[config.mk]
export PLATFORM = sky130hd
export DESIGN_NAME = ccn_node_ctrl
export DESIGN_NICKNAME = d
export VERILOG_FILES = /design/src/rtl/ccn_pkg.sv /design/src/rtl/ccn_datapath.sv /design/src/rtl/ccn_control.sv /design/src/rtl/ccn_node_ctrl.sv
export SDC_FILE = /design/constraint.sdc
export NUM_CORES = 1
export LEC_CHECK = 0
export BUFFER_PORTS_ARGS = -buffer_cell sky130_fd_sc_hd__buf_2
export CAP_MARGIN = 20
export CELL_PAD_IN_SITES_DETAIL_PLACEMENT = 1
export CELL_PAD_IN_SITES_GLOBAL_PLACEMENT = 2
export CORE_UTILIZATION = 43
export CTS_CLUSTER_DIAMETER = 120
export CTS_CLUSTER_SIZE = 10
export DETAILED_ROUTE_END_ITERATION = 12
export MAX_ROUTING_LAYER = met4
export PLACE_DENSITY = 0.92
export SYNTH_ARGS = -nofsm -noshare
export SYNTH_HDL_FRONTEND = slang
export SYNTH_SLANG_ARGS = --single-unit
[constraint.sdc]
create_clock -name clk -period 6.2 [get_ports clk]
set_input_delay 0.31 -clock clk [delete_from_list [all_inputs] [get_ports clk]]
set_output_delay 0.31 -clock clk [all_outputs]
set_load 0.05 [all_outputs]
[src/rtl/ccn_pkg.sv]
`timescale 1ns/1ps
package ccn_pkg;

  typedef enum logic [1:0] {
    LINE_INV = 2'd0,
    LINE_SHR = 2'd1,
    LINE_EXC = 2'd2
  } lineState_e;

  // one code space for both directions of the message channel
  typedef enum logic [2:0] {
    MSG_NONE       = 3'd0,
    MSG_RD_MISS    = 3'd1,
    MSG_WR_MISS    = 3'd2,
    MSG_DATA_WB    = 3'd3,
    MSG_INVAL      = 3'd4,
    MSG_FETCH      = 3'd5,
    MSG_FETCH_INV  = 3'd6,
    MSG_DATA_REPLY = 3'd7
  } msgKind_e;

  typedef enum logic [1:0] {
    ADDR_CPU    = 2'd0,
    ADDR_VICTIM = 2'd1,
    ADDR_IN     = 2'd2
  } addrSel_e;

  typedef enum logic [1:0] {
    ST_IDLE      = 2'd0,
    ST_SEND_MISS = 2'd1,
    ST_WAIT      = 2'd2
  } ctlState_e;

  // strobes from control to datapath
  typedef struct packed {
    logic       lineWr;     // write line state
    logic       useInIdx;   // select line by incoming address
    lineState_e newState;
    logic       tagWr;      // load cpu tag
    logic       dataWr;     // load line word
    logic       dataFromIn; // word source: inData (else cpuWdata)
    logic       send;       // emit a message next cycle
    msgKind_e   sendKind;
    addrSel_e   addrSel;
  } dpCtl_t;

endpackage

[src/rtl/ccn_datapath.sv]
`timescale 1ns/1ps
module ccn_datapath
  import ccn_pkg::*;
#(
  parameter int ADDR_W  = 12,
  parameter int DATA_W  = 32,
  parameter int LINES   = 4
) (
  input  logic              clk,
  input  logic              rstN,
  input  dpCtl_t            ctl,
  input  logic [ADDR_W-1:0] cpuAddr,
  input  logic [DATA_W-1:0] cpuWdata,
  input  logic [ADDR_W-1:0] inAddr,
  input  logic [DATA_W-1:0] inData,
  output lineState_e        cpuLineState,
  output logic              cpuTagHit,
  output logic [DATA_W-1:0] cpuLineData,
  output lineState_e        inLineState,
  output logic              inTagHit,
  output logic              outValid,
  output msgKind_e          outKind,
  output logic [ADDR_W-1:0] outAddr,
  output logic [DATA_W-1:0] outData
);

  localparam int IDX_W = $clog2(LINES);
  localparam int TAG_W = ADDR_W - IDX_W;

  lineState_e        stQ   [LINES];
  logic [TAG_W-1:0]  tagQ  [LINES];
  logic [DATA_W-1:0] dataQ [LINES];

  logic [IDX_W-1:0] cpuIdx, inIdx, selIdx;
  logic [TAG_W-1:0] cpuTag, inTag;

  assign cpuIdx = cpuAddr[IDX_W-1:0];
  assign cpuTag = cpuAddr[ADDR_W-1:IDX_W];
  assign inIdx  = inAddr[IDX_W-1:0];
  assign inTag  = inAddr[ADDR_W-1:IDX_W];
  assign selIdx = ctl.useInIdx ? inIdx : cpuIdx;

  assign cpuLineState = stQ[cpuIdx];
  assign cpuTagHit    = (tagQ[cpuIdx] == cpuTag);
  assign cpuLineData  = dataQ[cpuIdx];
  assign inLineState  = stQ[inIdx];
  assign inTagHit     = (tagQ[inIdx] == inTag);

  for (genvar g = 0; g < LINES; g++) begin : g_line
    logic hitSel;
    assign hitSel = (selIdx == IDX_W'(g));
    always_ff @(posedge clk or negedge rstN) begin
      if (!rstN) begin
        stQ[g]   <= LINE_INV;
        tagQ[g]  <= '0;
        dataQ[g] <= '0;
      end else begin
        if (ctl.lineWr && hitSel) stQ[g]   <= ctl.newState;
        if (ctl.tagWr  && hitSel) tagQ[g]  <= cpuTag;
        if (ctl.dataWr && hitSel) dataQ[g] <= ctl.dataFromIn ? inData : cpuWdata;
      end
    end
  end

  logic [ADDR_W-1:0] msgAddr;
  always_comb begin
    unique case (ctl.addrSel)
      ADDR_VICTIM: msgAddr = {tagQ[cpuIdx], cpuIdx};
      ADDR_IN:     msgAddr = inAddr;
      default:     msgAddr = cpuAddr;
    endcase
  end

  always_ff @(posedge clk or negedge rstN) begin
    if (!rstN) begin
      outValid <= 1'b0;
      outKind  <= MSG_NONE;
      outAddr  <= '0;
      outData  <= '0;
    end else begin
      outValid <= ctl.send;
      outKind  <= ctl.send ? ctl.sendKind : MSG_NONE;
      outAddr  <= ctl.send ? msgAddr : '0;
      outData  <= (ctl.send && ctl.sendKind == MSG_DATA_WB) ? dataQ[selIdx] : '0;
    end
  end

  // a write-back only ever leaves an owned line
  AST_WB_FROM_OWNED: assert property (@(posedge clk) disable iff (!rstN)
    (ctl.send && ctl.sendKind == MSG_DATA_WB) |-> (stQ[selIdx] == LINE_EXC));
  // a line that is filled by a write reply becomes owned and readable next cycle
  AST_FILL_OWNED: assert property (@(posedge clk) disable iff (!rstN)
    (ctl.lineWr && ctl.dataWr && ctl.newState == LINE_EXC && !ctl.useInIdx)
      |=> (stQ[$past(cpuIdx)] == LINE_EXC));

endmodule

[src/rtl/ccn_control.sv]
`timescale 1ns/1ps
module ccn_control
  import ccn_pkg::*;
(
  input  logic       clk,
  input  logic       rstN,
  input  logic       cpuReq,
  input  logic       cpuWe,
  input  logic       inValid,
  input  msgKind_e   inKind,
  input  lineState_e cpuLineState,
  input  logic       cpuTagHit,
  input  lineState_e inLineState,
  input  logic       inTagHit,
  output dpCtl_t     ctl,
  output logic       cpuDone,
  output logic       replySel
);

  ctlState_e fsmQ, fsmD;
  logic cohIn, isReply, inPresent, cpuHit;

  assign cohIn     = inValid && (inKind == MSG_INVAL || inKind == MSG_FETCH ||
                                 inKind == MSG_FETCH_INV);
  assign isReply   = inValid && (inKind == MSG_DATA_REPLY);
  assign inPresent = inTagHit && (inLineState != LINE_INV);
  assign cpuHit    = cpuTagHit && (cpuLineState != LINE_INV) &&
                     (!cpuWe || cpuLineState == LINE_EXC);

  always_comb begin
    ctl      = '0;
    fsmD     = fsmQ;
    cpuDone  = 1'b0;
    replySel = 1'b0;
    if (cohIn) begin
      ctl.useInIdx = 1'b1;
      ctl.addrSel  = ADDR_IN;
      unique case (inKind)
        MSG_INVAL: begin
          if (inPresent && inLineState == LINE_SHR) begin
            ctl.lineWr   = 1'b1;
            ctl.newState = LINE_INV;
          end
        end
        MSG_FETCH, MSG_FETCH_INV: begin
          if (inPresent && inLineState == LINE_EXC) begin
            ctl.lineWr   = 1'b1;
            ctl.newState = (inKind == MSG_FETCH) ? LINE_SHR : LINE_INV;
            ctl.send     = 1'b1;
            ctl.sendKind = MSG_DATA_WB;
          end
        end
        default: ;
      endcase
    end else begin
      unique case (fsmQ)
        ST_IDLE: begin
          if (cpuReq) begin
            if (cpuHit) begin
              cpuDone    = 1'b1;
              ctl.dataWr = cpuWe;
            end else if (cpuLineState == LINE_EXC && !cpuTagHit) begin
              ctl.lineWr   = 1'b1;
              ctl.newState = LINE_INV;
              ctl.send     = 1'b1;
              ctl.sendKind = MSG_DATA_WB;
              ctl.addrSel  = ADDR_VICTIM;
              fsmD         = ST_SEND_MISS;
            end else begin
              ctl.lineWr   = 1'b1;
              ctl.newState = LINE_INV;
              ctl.tagWr    = 1'b1;
              ctl.send     = 1'b1;
              ctl.sendKind = cpuWe ? MSG_WR_MISS : MSG_RD_MISS;
              fsmD         = ST_WAIT;
            end
          end
        end
        ST_SEND_MISS: begin
          ctl.lineWr   = 1'b1;
          ctl.newState = LINE_INV;
          ctl.tagWr    = 1'b1;
          ctl.send     = 1'b1;
          ctl.sendKind = cpuWe ? MSG_WR_MISS : MSG_RD_MISS;
          fsmD         = ST_WAIT;
        end
        ST_WAIT: begin
          if (isReply) begin
            cpuDone        = 1'b1;
            replySel       = 1'b1;
            ctl.lineWr     = 1'b1;
            ctl.newState   = cpuWe ? LINE_EXC : LINE_SHR;
            ctl.tagWr      = 1'b1;
            ctl.dataWr     = 1'b1;
            ctl.dataFromIn = !cpuWe;
            fsmD           = ST_IDLE;
          end
        end
        default: fsmD = ST_IDLE;
      endcase
    end
  end

  always_ff @(posedge clk or negedge rstN) begin
    if (!rstN) fsmQ <= ST_IDLE;
    else       fsmQ <= fsmD;
  end

  AST_VICTIM_BEFORE_MISS: assert property (@(posedge clk) disable iff (!rstN)
    (fsmQ == ST_SEND_MISS && $past(fsmQ) != ST_SEND_MISS)
      |-> $past(ctl.send && ctl.sendKind == MSG_DATA_WB));
  AST_MISS_THEN_WAIT: assert property (@(posedge clk) disable iff (!rstN)
    (ctl.send && (ctl.sendKind == MSG_RD_MISS || ctl.sendKind == MSG_WR_MISS))
      |=> (fsmQ == ST_WAIT));
  AST_COH_STALLS_CPU: assert property (@(posedge clk) disable iff (!rstN)
    cohIn |-> !cpuDone);
  AST_DONE_NEEDS_REQ: assert property (@(posedge clk) disable iff (!rstN)
    cpuDone |-> cpuReq);
  AST_IDLE_AFTER_DONE: assert property (@(posedge clk) disable iff (!rstN)
    cpuDone |=> (fsmQ == ST_IDLE));

endmodule

[src/rtl/ccn_node_ctrl.sv]
`timescale 1ns/1ps
module ccn_node_ctrl
  import ccn_pkg::*;
#(
  parameter int ADDR_W  = 12,
  parameter int DATA_W  = 32,
  parameter int LINES   = 4,
  parameter int PID_W   = 4,
  parameter int NODE_ID = 5
) (
  input  logic              clk,
  input  logic              rstN,
  input  logic              cpuReq,
  input  logic              cpuWe,
  input  logic [ADDR_W-1:0] cpuAddr,
  input  logic [DATA_W-1:0] cpuWdata,
  output logic              cpuDone,
  output logic [DATA_W-1:0] cpuRdata,
  output logic              outValid,
  output logic [2:0]        outType,
  output logic [PID_W-1:0]  outPid,
  output logic [ADDR_W-1:0] outAddr,
  output logic [DATA_W-1:0] outData,
  input  logic              inValid,
  input  logic [2:0]        inType,
  input  logic [ADDR_W-1:0] inAddr,
  input  logic [DATA_W-1:0] inData
);

  dpCtl_t            ctl;
  msgKind_e          inKind, outKind;
  lineState_e        cpuLineState, inLineState;
  logic              cpuTagHit, inTagHit, replySel;
  logic [DATA_W-1:0] cpuLineData;

  assign inKind   = msgKind_e'(inType);
  assign outType  = outKind;
  assign outPid   = PID_W'(NODE_ID);
  assign cpuRdata = replySel ? inData : cpuLineData;

  ccn_control u_control (
    .clk          (clk),
    .rstN         (rstN),
    .cpuReq       (cpuReq),
    .cpuWe        (cpuWe),
    .inValid      (inValid),
    .inKind       (inKind),
    .cpuLineState (cpuLineState),
    .cpuTagHit    (cpuTagHit),
    .inLineState  (inLineState),
    .inTagHit     (inTagHit),
    .ctl          (ctl),
    .cpuDone      (cpuDone),
    .replySel     (replySel)
  );

  ccn_datapath #(
    .ADDR_W (ADDR_W),
    .DATA_W (DATA_W),
    .LINES  (LINES)
  ) u_datapath (
    .clk          (clk),
    .rstN         (rstN),
    .ctl          (ctl),
    .cpuAddr      (cpuAddr),
    .cpuWdata     (cpuWdata),
    .inAddr       (inAddr),
    .inData       (inData),
    .cpuLineState (cpuLineState),
    .cpuTagHit    (cpuTagHit),
    .cpuLineData  (cpuLineData),
    .inLineState  (inLineState),
    .inTagHit     (inTagHit),
    .outValid     (outValid),
    .outKind      (outKind),
    .outAddr      (outAddr),
    .outData      (outData)
  );

endmodule

==> results_dict.tcl <==
set metrics [dict create \
    wire_per_inst_um 24.3 \
    r2r_start "u_datapath.tagQ[8]$_DFFE_PN0P_" \
    numPortBuffers 175 \
    worst_slew_pin_slew_ns 1.10 \
    min_delay_worst_endpoint "u_datapath.tagQ[5]$_DFFE_PN0P_" \
    cts_tree "yes" \
    first_pass_iters 5 \
    clkLatencyLatePin_ns 0.53 \
    grt_pass1_vias 9528 \
    clk_pin_slew_ns 0.06 \
    r2r_end "u_datapath.dataQ[127]$_DFFE_PN0P_" \
    grt.total_usage_pct 25.0 \
    cts-root-buf "clkbuf_16" \
    dp_hpwl_um 22500 \
    ys_seq_area_share_pct 44.7 \
    worstRegToRegCells 8 \
    final_common_cell "dfrtp_1" \
    max_cap_viol_count 0 \
    crit_required_ns 6.61 \
    die_width_um 173 \
    gp_congestion 0.833 \
    die_height_um 173 \
    avgSynthCellArea_um2 13.6 \
    rsz0062_at_grt "false" \
    timing.final.crit_share_pct 65.0 \
    slew_violations 0 \
    clock-sinks 225 \
    dominantRegCellSynth "dfrtp_1" \
    grt_pass1_wl_um 56900 \
    hold_violations 0 \
    area_growth_pct 14.9 \
    final_cell_mix "dfrtp_1 (225), buf_2 (173), mux2_4 (120), mux2_2 (113), nand2_1 (82)" \
    rrSetupSlack_ns 2.71 \
    p_seq_share_pct 40.6 \
    power-per-cell-area_nw_per_um2 370 \
    cp_max_fo 32 \
    end_kind "flip-flop" \
    ys_ff_latch 225 \
    grt_overflow 0 \
    dieArea_um2 30000 \
    antenna_cells 0 \
    relSlewSlack_pct 26.3 \
    hp-start "cpuAddr[7]" \
    io_pins 181 \
    wl_um 35600 \
    p_leak_nw 6.66 \
    num_rows 62 \
    setup_viol 0 \
    p_int_mw 3.50 \
    peakVddDrop_v 0.000202 \
    clkPwrFrac_pct 25.0 \
    ys_warn_count 0 \
    final_cell_area_um2 14500 \
    syn_inst 926 \
    grt_max_degree 123 \
    worstHoldPathType "in -> reg" \
    combPwrFrac_pct 34.4 \
    core_um2 28800 \
    switching_power_mw 1.85 \
    synth-edff-count 0 \
    drc_errors 0 \
    drtIter0Drc 585 \
    p_sw_share_pct 34.6 \
    syn_area_um2 12600 \
    nets 1180 \
    vias_per_cell 5.89 \
    holdWs_ns 0.119 \
    path_class "in -> reg" \
    fin_skew_ns 0.0191 \
    drive_gt1_share_pct 48.8 \
    ant_nets 0 \
    cts_buffers 26 \
    vias 8651 \
    status "finished clean" \
    finalPower_mw 5.36 \
    hold_depth 2 \
    antenna_found_initial 0 \
    synth.distinct_cells 57 \
    postPlaceCellArea_um2 13800 \
    critPathLaunchType "input port" \
    instances_no_fill 1468 \
    start_util_pct 43.7 \
    cp_data_arrival_time_ns 4.44 \
    async_flop_share_pct 100 \
    setup_tns_ns 0 \
    dp.cells 1439 \
    cts_max_level 1 \
    max_clock_freq_mhz 248 \
    cts_buffer_depth 3 \
    fin_crit_ns 4.03 \
]
-- routing by layer --
metal / global-route usage [%] / share of wire [%] / vias up
li1: - / - / 3735
met1: 33.6 / 44 / 4592
met2: 40.4 / 49 / 264
met3: 3.14 / 4.7 / 60
met4: 6.34 / 2.1 / 0
met5: - / 0 / -
-- power groups by stage --
stage	logic, mW	clock network (mW)	registers, mW
6_report	1.84	1.34	2.17
5_1_grt	1.96	1.42	2.22
4_1_cts	1.85	1.37	2.16
3_5_place_dp	1.83	0	2.18
3_3_place_gp	1.77	0	2.15
2_1_floorplan	1.34	0	2.18
-- flip-flops by register name, indices dropped and copies added, names as in the netlist --
signal               count
u_datapath.outValid      1
u_datapath.tagQ         40
u_datapath.outAddr      12
u_datapath.outKind       2
u_control.fsmQ           2
u_datapath.dataQ       128
u_datapath.stQ           8
u_datapath.outData      32
-- worst max-delay path: stages --
cell and delay (ns):
buf_2 0.70, buf_4 0.49, mux4_1 0.66, xnor2_1 0.17, nand2_1 0.14, nor3_4 0.36
a41oi_4 0.27, nor4_4 0.26, buf_4 0.63, mux2_2 0.41
-- cell type report --
| class | instances | area [um^2] |
|---|---|---|
| inverters | 6 | 22.5 |
| repair buffers | 195 | 1050 |
| well taps | 384 | 480 |
| flip-flops and latches | 225 | 5630 |
| multi-input cells | 630 | 6600 |
| clock inverters | 1 | 7.51 |
| fillers | 2920 | 14300 |
| clock buffers | 27 | 676 |
-- synth_stat cells, types with 2 or more instances --
cell type / number / area (um^2)
or3_1: 3 / 18.8
dfrtp_1: 225 / 5630
nand4_1: 2 / 12.5
inv_1: 6 / 22.5
a21o_1: 2 / 15.0
nand3_1: 6 / 30.0
mux2_2: 113 / 1270
a31oi_1: 3 / 18.8
buf_4: 5 / 37.5
nor2_2: 3 / 18.8
buf_6: 14 / 158
nor2b_1: 2 / 12.5
a21oi_1: 5 / 25.0
nor4_1: 7 / 43.8
buf_1: 5 / 18.8
mux2i_1: 46 / 460
buf_2: 4 / 20.0
o221ai_1: 6 / 52.6
nor3_1: 16 / 80.1
xnor2_1: 13 / 114
xor2_1: 6 / 52.6
o21ai_0: 4 / 20.0
a2bb2oi_1: 4 / 35.0
nor4_4: 3 / 63.8
mux2_4: 120 / 1800
nor2_1: 19 / 71.3
o22ai_1: 8 / 50.1
and3_1: 35 / 219
nand4_2: 2 / 25.0
mux4_2: 50 / 1130
conb_1: 2 / 7.51
nand2b_1: 7 / 43.8
xnor2_2: 4 / 65.1
nand2_1: 82 / 308
clkbuf_1: 40 / 150
a211oi_1: 33 / 248
-- per-stage QoR --
stage | setup WS, ns | utilization [%]
after floorplan | 3.03 | -
after global placement | 1.80 | 47.9
after detailed placement | 1.63 | 47.9
after CTS | 2.17 | 50.3
after global routing | 1.94 | 50.3
final | 2.17 | 50.3
-- repair_timing --
item | CTS | global route
hold buffers | 1 | 0
setup buffers | 0 | 0
gates resized for setup | 0 | 0
hold endpoints to repair | 103 | 0
-- cell families after synthesis --
logic type	Yosys count	share of synthesized area, %
multiplexers	330	37.2
buffers and inverters	74	3.23
other	2	0.0597
AND/OR/NAND/NOR	197	8.40
AO/OA/AOI/OAI	75	4.52
XOR/XNOR	23	1.84
flip-flops	225	44.7
-- how the worst max path moves through the flow --
| stage | start | end | slack [ns] |
|---|---|---|---|
| global placement | cpuAddr[0] | u_datapath.dataQ[96]$_DFFE_PN0P_ | 1.80 |
| global route | cpuAddr[0] | u_datapath.dataQ[127]$_DFFE_PN0P_ | 1.94 |
| finish | cpuAddr[0] | u_datapath.dataQ[127]$_DFFE_PN0P_ | 2.17 |
| floorplan | cpuAddr[0] | cpuDone | 3.03 |
| CTS | cpuAddr[0] | u_datapath.dataQ[127]$_DFFE_PN0P_ | 2.17 |
| detailed placement | cpuAddr[0] | u_datapath.dataQ[96]$_DFFE_PN0P_ | 1.63 |
Note: power is estimated with default switching activity, not from simulation.
